`config.mk`:
```
export PLATFORM = sky130hd
export DESIGN_NAME = periph_idle_watch
export DESIGN_NICKNAME = d
export VERILOG_FILES = /design/src/rtl/idle_pkg.sv /design/src/rtl/port_match.sv /design/src/rtl/idle_counter.sv /design/src/rtl/smi_status.sv /design/src/rtl/periph_idle_watch.sv
export SDC_FILE = /design/constraint.sdc
export NUM_CORES = 1
export LEC_CHECK = 0
export BUFFER_PORTS_ARGS = -buffer_cell sky130_fd_sc_hd__buf_4
export CORE_MARGIN = 3
export CORE_UTILIZATION = 45
export CTS_BUF_LIST = sky130_fd_sc_hd__clkbuf_8
export DETAILED_ROUTE_END_ITERATION = 16
export PLACE_DENSITY = 0.8
export SLEW_MARGIN = 20
export SYNTH_ARGS = -nofsm -noshare
export SYNTH_HDL_FRONTEND = slang
export SYNTH_HIERARCHICAL = 1
export SYNTH_SLANG_ARGS = --single-unit
```
`constraint.sdc`:
```
create_clock -name clk -period 3.55 [get_ports clk]
set_clock_uncertainty 0.1 [all_clocks]
set_input_delay 0.355 -clock clk [delete_from_list [all_inputs] [get_ports clk]]
set_output_delay 0.355 -clock clk [all_outputs]
set_load 0.02 [all_outputs]
```
`src/rtl/idle_pkg.sv`:
```
package idle_pkg;
    localparam int NCH = 2;   // disk, floppy
    localparam int AW  = 16;
    localparam int CW  = 16;
    localparam int PPC = 2;   // data ports watched per channel

    // Watched data port k of channel ch
    function automatic logic [AW-1:0] chan_port(input int ch, input int k);
        logic [AW-1:0] p;
        case (ch)
            0:       p = (k == 0) ? 16'h01F0 : 16'h03F6;
            default: p = (k == 0) ? 16'h03F5 : 16'h0375;
        endcase
        return p;
    endfunction
endpackage

```
`src/rtl/port_match.sv`:
```
module port_match #(
    parameter int AW  = 16,
    parameter int PPC = 2,
    parameter logic [PPC*AW-1:0] PORTS = '0
) (
    input  logic [AW-1:0] addr,
    output logic          match
);
    logic [PPC-1:0] hit_vec;

    for (genvar k = 0; k < PPC; k++) begin : g_cmp
        assign hit_vec[k] = (addr == PORTS[k*AW +: AW]);
    end

    assign match = |hit_vec;
endmodule

```
`src/rtl/idle_counter.sv`:
```
module idle_counter #(
    parameter int CW = 16
) (
    input  logic          clk,
    input  logic          rst_n,
    input  logic          en,
    input  logic          tick,
    input  logic          hit,
    input  logic          load,
    input  logic [CW-1:0] reload,
    output logic [CW-1:0] cnt,
    output logic          expire
);
    typedef struct packed {
        logic [CW-1:0] cnt;
        logic          en_prev;
    } ctr_t;

    ctr_t st_d, st_q;
    logic en_rise;
    logic refill;

    always_comb begin
        st_d         = st_q;
        st_d.en_prev = en;
        en_rise      = en && !st_q.en_prev;
        refill       = en_rise || hit || load;
        expire       = 1'b0;
        if (refill) begin
            st_d.cnt = reload;
        end else if (en && tick && (st_q.cnt != '0)) begin
            st_d.cnt = st_q.cnt - CW'(1);
            expire   = (st_q.cnt == CW'(1));
        end
    end

    always_ff @(posedge clk) begin
        if (!rst_n) st_q <= '0;
        else        st_q <= st_d;
    end

    assign cnt = st_q.cnt;
endmodule

```
`src/rtl/smi_status.sv`:
```
module smi_status #(
    parameter int NCH = 2
) (
    input  logic           clk,
    input  logic           rst_n,
    input  logic [NCH-1:0] expire,
    input  logic           rd_clr,
    output logic [NCH-1:0] stat,
    output logic           summary,
    output logic           smi
);
    typedef struct packed {
        logic [NCH-1:0] stat;
        logic           smi;
    } stat_t;

    stat_t st_d, st_q;

    always_comb begin
        st_d      = st_q;
        st_d.stat = (rd_clr ? '0 : st_q.stat) | expire;
        st_d.smi  = |expire;
    end

    always_ff @(posedge clk) begin
        if (!rst_n) st_q <= '0;
        else        st_q <= st_d;
    end

    assign stat    = st_q.stat;
    assign summary = |st_q.stat;
    assign smi     = st_q.smi;
endmodule

```
`src/rtl/periph_idle_watch.sv`:
```
module periph_idle_watch
    import idle_pkg::*;
#(
    parameter int ADDR_W = idle_pkg::AW,
    parameter int CNT_W  = idle_pkg::CW
) (
    input  logic              clk,
    input  logic              rst_n,
    input  logic              io_strobe,
    input  logic [ADDR_W-1:0] io_addr,
    input  logic              sec_tick,
    input  logic [1:0]        chan_en,
    input  logic [1:0]        chan_load,
    input  logic [CNT_W-1:0]  disk_reload,
    input  logic [CNT_W-1:0]  flop_reload,
    input  logic              stat_rd,
    output logic              smi_req,
    output logic              top_status,
    output logic [1:0]        chan_status
);
    localparam int NC = NCH;

    logic [CNT_W-1:0] reload_arr [NC];
    logic [CNT_W-1:0] cnt_arr    [NC];
    logic [NC-1:0]    port_hit;
    logic [NC-1:0]    expire;

    assign reload_arr[0] = disk_reload;
    assign reload_arr[1] = flop_reload;

    for (genvar ch = 0; ch < NC; ch++) begin : g_chan
        logic addr_match;

        port_match #(
            .AW   (ADDR_W),
            .PPC  (PPC),
            .PORTS({chan_port(ch, 1), chan_port(ch, 0)})
        ) u_match (
            .addr (io_addr),
            .match(addr_match)
        );

        assign port_hit[ch] = io_strobe && addr_match;

        idle_counter #(.CW(CNT_W)) u_ctr (
            .clk   (clk),
            .rst_n (rst_n),
            .en    (chan_en[ch]),
            .tick  (sec_tick),
            .hit   (port_hit[ch]),
            .load  (chan_load[ch]),
            .reload(reload_arr[ch]),
            .cnt   (cnt_arr[ch]),
            .expire(expire[ch])
        );
    end

    smi_status #(.NCH(NC)) u_stat (
        .clk    (clk),
        .rst_n  (rst_n),
        .expire (expire),
        .rd_clr (stat_rd),
        .stat   (chan_status),
        .summary(top_status),
        .smi    (smi_req)
    );
endmodule

```
# [Word-level counts from Yosys, hierarchy flattened]
# Index checks and enable logic that the tools add are counted.
[totals] register_bits=37 in_bits=57 out_inout_bits=4 wordCells=46
[classes] n_addsub=2 eq_ne=6 n_mux=9 n_bitwise=1 reduce_logical=22
[ops] op="$mux 16" count=4
[ops] op="$eq 16x10->1 const B" count=3
[ops] op="$eq 16x1->1 const B" count=2
[ops] op="$reduce_bool 16->1" count=2
[ops] op="$sub 16x1->16 const B" count=2
[ops] op="$eq 16x9->1 const B" count=1
[ops] op="$logic_and 1x1->1" count=8
[ops] op="$reduce_or 2->1" count=4
[ops] op="$logic_or 1x1->1" count=4
[ops] op="$mux 1" count=4
[ops] op="$reduce_bool 2->1" count=2
[ops] op="$logic_not 1->1" count=2
[ops] op="$mux 2" count=1
[ops] op="$or 2x2->2" count=1

# [Longest topological paths before layout]
[depth] ltp_word=7 ltp_mapped=10 mapped_depth_nobuf=9

# [Cells and area by module]
# The synthesis kept the hierarchy.
[modules_own_cells] module="idle_counter" instances=2 cells_each=147 area_per_inst_um2=1176.1 seq_area_each_um2=340.3
[modules_own_cells] module="smi_status" instances=1 cells_each=9 area_per_inst_um2=101.3 seq_area_each_um2=60.1
[modules_own_cells] module="port_match at g_chan[0].u_match" instances=1 cells_each=8 area_per_inst_um2=53.8 seq_area_each_um2=0.0
[modules_own_cells] module="port_match at g_chan[1].u_match" instances=1 cells_each=5 area_per_inst_um2=41.3 seq_area_each_um2=0.0
[modules_own_cells] module="periph_idle_watch" instances=1 cells_each=2 area_per_inst_um2=12.5 seq_area_each_um2=0.0

# [Least setup slack after synthesis]
# OpenSTA, ideal clock, no wires.
[synth_path] kind="in2reg" start="in io_addr[1]" end="reg g_chan[1].u_ctr.st_q, in the netlist g_chan[1].u_ctr/cnt[15]" setup_ns=0.079 arrival_ns=1.980 t_required_ns=3.371 slack_ns=1.391 cell_stages=8 path_buffers=1 cell_sequence="nand4b_1 nor4_2 and2_1 or2_2 or2_2 buf_4 or4_1 o211ai_1"
[synth_via] elab_chain_cells=6 word_cells_on_any_way=8 classes_between="eq/ne: 2; mux: 1; reduce/logical: 5"
[synth_rtl] item="start: declaration" line="periph_idle_watch.sv:10" rtl="input logic [ADDR_W-1:0] io_addr,"
[synth_rtl] item="$eq 16x10->1" line="port_match.sv:12" rtl="assign hit_vec[k] = (addr == PORTS[k*AW +: AW]);"
[synth_rtl] item="$reduce_or 2->1 *" line="port_match.sv:15" rtl="assign match = |hit_vec;"
[synth_rtl] item="net g_chan[1].addr_match" line="periph_idle_watch.sv:32" rtl="logic addr_match;"
[synth_rtl] item="$logic_and 1x1->1 *" line="periph_idle_watch.sv:43" rtl="assign port_hit[ch] = io_strobe && addr_match;"
[synth_rtl] item="net port_hit[1]" line="periph_idle_watch.sv:25" rtl="logic [NC-1:0] port_hit;"
[synth_rtl] item="$logic_or 1x1->1 * (2 in a row)" line="idle_counter.sv:27" rtl="refill = en_rise || hit || load;"
[synth_rtl] item="$mux 16 / $reduce_bool 2->1 (equally long branches)"
[synth_rtl] item="end signal: assignment" line="idle_counter.sv:39" rtl="else st_q <= st_d;"
[synth_rtl] item="end: declaration" line="idle_counter.sv:19" rtl="ctr_t st_d, st_q;"
# The timed path passes the listed nets; every way through them passes the cells marked *.
# A chain may end at the register's enable or synchronous reset.

# [Worst setup path after layout]
[layout_path] start="reg g_chan[0].u_ctr.st_q, in the netlist g_chan[0].u_ctr/cnt[0]" end="reg g_chan[0].u_ctr.st_q, in the netlist g_chan[0].u_ctr/cnt[10]"
[layout_via] elab_chain_cells=3 word_cells_on_any_way=6 classes_between="add/sub: 1; mux: 2; reduce/logical: 3"
[layout_rtl] item="start: declaration" line="idle_counter.sv:19"
[layout_rtl] item="start signal: assignment" line="idle_counter.sv:39"
[layout_rtl] item="$sub 16x1->16 / $reduce_bool 16->1 (equally long branches)" line="idle_counter.sv:32, idle_counter.sv:31"
[layout_rtl] item="$mux 16 / $logic_and 1x1->1 (equally long branches)" line="idle_counter.sv:31" rtl="end else if (en && tick && (st_q.cnt != '0)) begin"
[layout_rtl] item="$mux 16 / $reduce_bool 2->1 (equally long branches)"
# Several ways; a longest one is shown, not always the timed one. The select of a mux whose other input is x is not followed.

==> results.txt <==
Reg-to-Reg Start - g_chan[0].u_ctr/cnt[0]
Fillers - 425
type of origin of the critical path - flop
PwrDens - 368 mW/mm²
gr usage total - 20.5%
Placeable Area - 0.00485 mm²
vias in the first global route - 2380
type of the tightest min-delay check - in2reg
critical path fanouts, max - 8
Skew-Pair Late Insertion Delay - 290 ps
drt pass-1 iters - 4
worst reg2reg setup slack - 1230 ps
DRT antenna net count - 0
via count - 2485
# IOs - 61
Routed WL - 6020 µm
worst path required time - 3670 ps
Post-CTS Setup Bufs - 0
DR DRC count - 0
GRT overflow - 0
gpl congestion - 0.821
highest-count cells in the layout ignoring fill and taps - buf_4, dfxtp_1, o21ai_0
Worst Setup End Kind - flop
relative slew slack - 56.4%
setup TNS - 0 ps
layout cells sized above 1 - 27.0%
Initial DRC Count - 109
worst-margin pin slew - 648 ps
Synth Warn # - 6
CTS root buf - clkbuf_8
Finished Cell Area - 0.00293 mm²
most common cell after layout, fill and taps aside - buf_4
multi-input combinational cell area - 0.00150 mm²
Port Buffer Count - 60
CP arrival - 2430 ps
Final Max Tran Viols - 0
CTS resizes - 0
fmax - 432 MHz
Final Hold Fails - 0
fin crit share - 65.2%
average routed wire per standard cell - 14.6 µm
FF/Latch Area - 741 µm²
VDD IR max - 0.000251 V
area of the die - 0.00606 mm²
CTS H-tree depth - 2
Critical Path Start - g_chan[0].u_ctr/cnt[0]
Initial Utilization - 47.9%
CTS max path bufs - 2
max-cap violations - 0
# diodes - 0
die height - 77.8 µm
num rows - 25
Clock transition at path regs - 80 ps
hold_ws - 204 ps
RSZ-0062 raised after global routing - false
# nets final - 404
initial antenna violation count - 0
hold_sp - chan_en[0]
vias per cell - 6.05
outcome - finished, final reports clean
CTS tree - built
fin crit period - 2320 ps
area delta synth->final - 26.3%
placed instance area - 0.00282 mm²
syn nets - 347
critical path type - reg2reg
CTS Buf Count - 5
DP Wirelength - 4420 µm
clock sink count - 37
final setup violation count - 0
hold_buf cts - 0
chip width - 77.8 µm
largest net degree at the start of global routing - 46
Cells after Synth - 286
first-pass GRT wire length - 10300 µm
LEAKAGE - 0.00107 µW
Mean Syn Cell Area - 8.12 µm²
synthesized area - 0.00232 mm²
==> path summary, 6_finish.rpt <==
path | endpoint | cells past startpoint
hold reg to reg | g_chan[1].u_ctr/cnt[7] | 2
hold / removal | g_chan[0].u_ctr/st_q[0] | 2
setup / recovery | g_chan[0].u_ctr/cnt[10] | 6
setup reg to reg | g_chan[0].u_ctr/cnt[10] | 6
==> critical path, cell delays in order, from the launching register on <==
cell,delay [ps]
dfxtp_1,360
inv_1,100
ha_1,240
nor3b_1,450
nand3_1,340
or4_1,480
a31oi_1,180
==> cell type report <==
type	instances	share of cell area (%)
tap	67	2.86
sequential	37	25.3
clock buffer	6	2.82
timing repair buffer	62	15.9
clock inverter	2	1.15
multi-input combinational	231	51.3
inverter	6	0.768
==> sequential cells by signal, indices dropped and copies added, names as in the netlist <==
name               cells
g_chan.u_ctr/st_q      2
u_stat/smi             1
g_chan.u_ctr/cnt      32
u_stat/stat            2
==> where the power goes <==
part | internal (µW) | leakage, µW | total (µW) | switching [µW]
Sequential | 446 | 0.000308 | 483 | 36.8
Clock | 226 | 0.0000626 | 378 | 152
Combinational | 108 | 0.000702 | 218 | 111
Total | 780 | 0.00107 | 1080 | 299
==> through the flow <==
| step | utilization [%] | cells | power [µW] | setup WS [ps] |
|---|---|---|---|---|
| after detailed placement | 58.1 | 403 | 707 | 1200 |
| after global routing | 60.5 | 411 | 1140 | 1030 |
| after global placement | 58.1 | 403 | 702 | 1220 |
| after CTS | 60.5 | 411 | 1090 | 1290 |
| after floorplan | - | 286 | 620 | 1390 |
| final | 60.5 | 411 | 1080 | 1230 |
==> layer usage <==
layer	part of all wire, %	global-route usage [%]
met5	0	0
met4	1.5	7.65
met3	5.0	3.71
met2	50	35.9
met1	44	24.8
No activity file was read; power rests on OpenSTA's default activity.
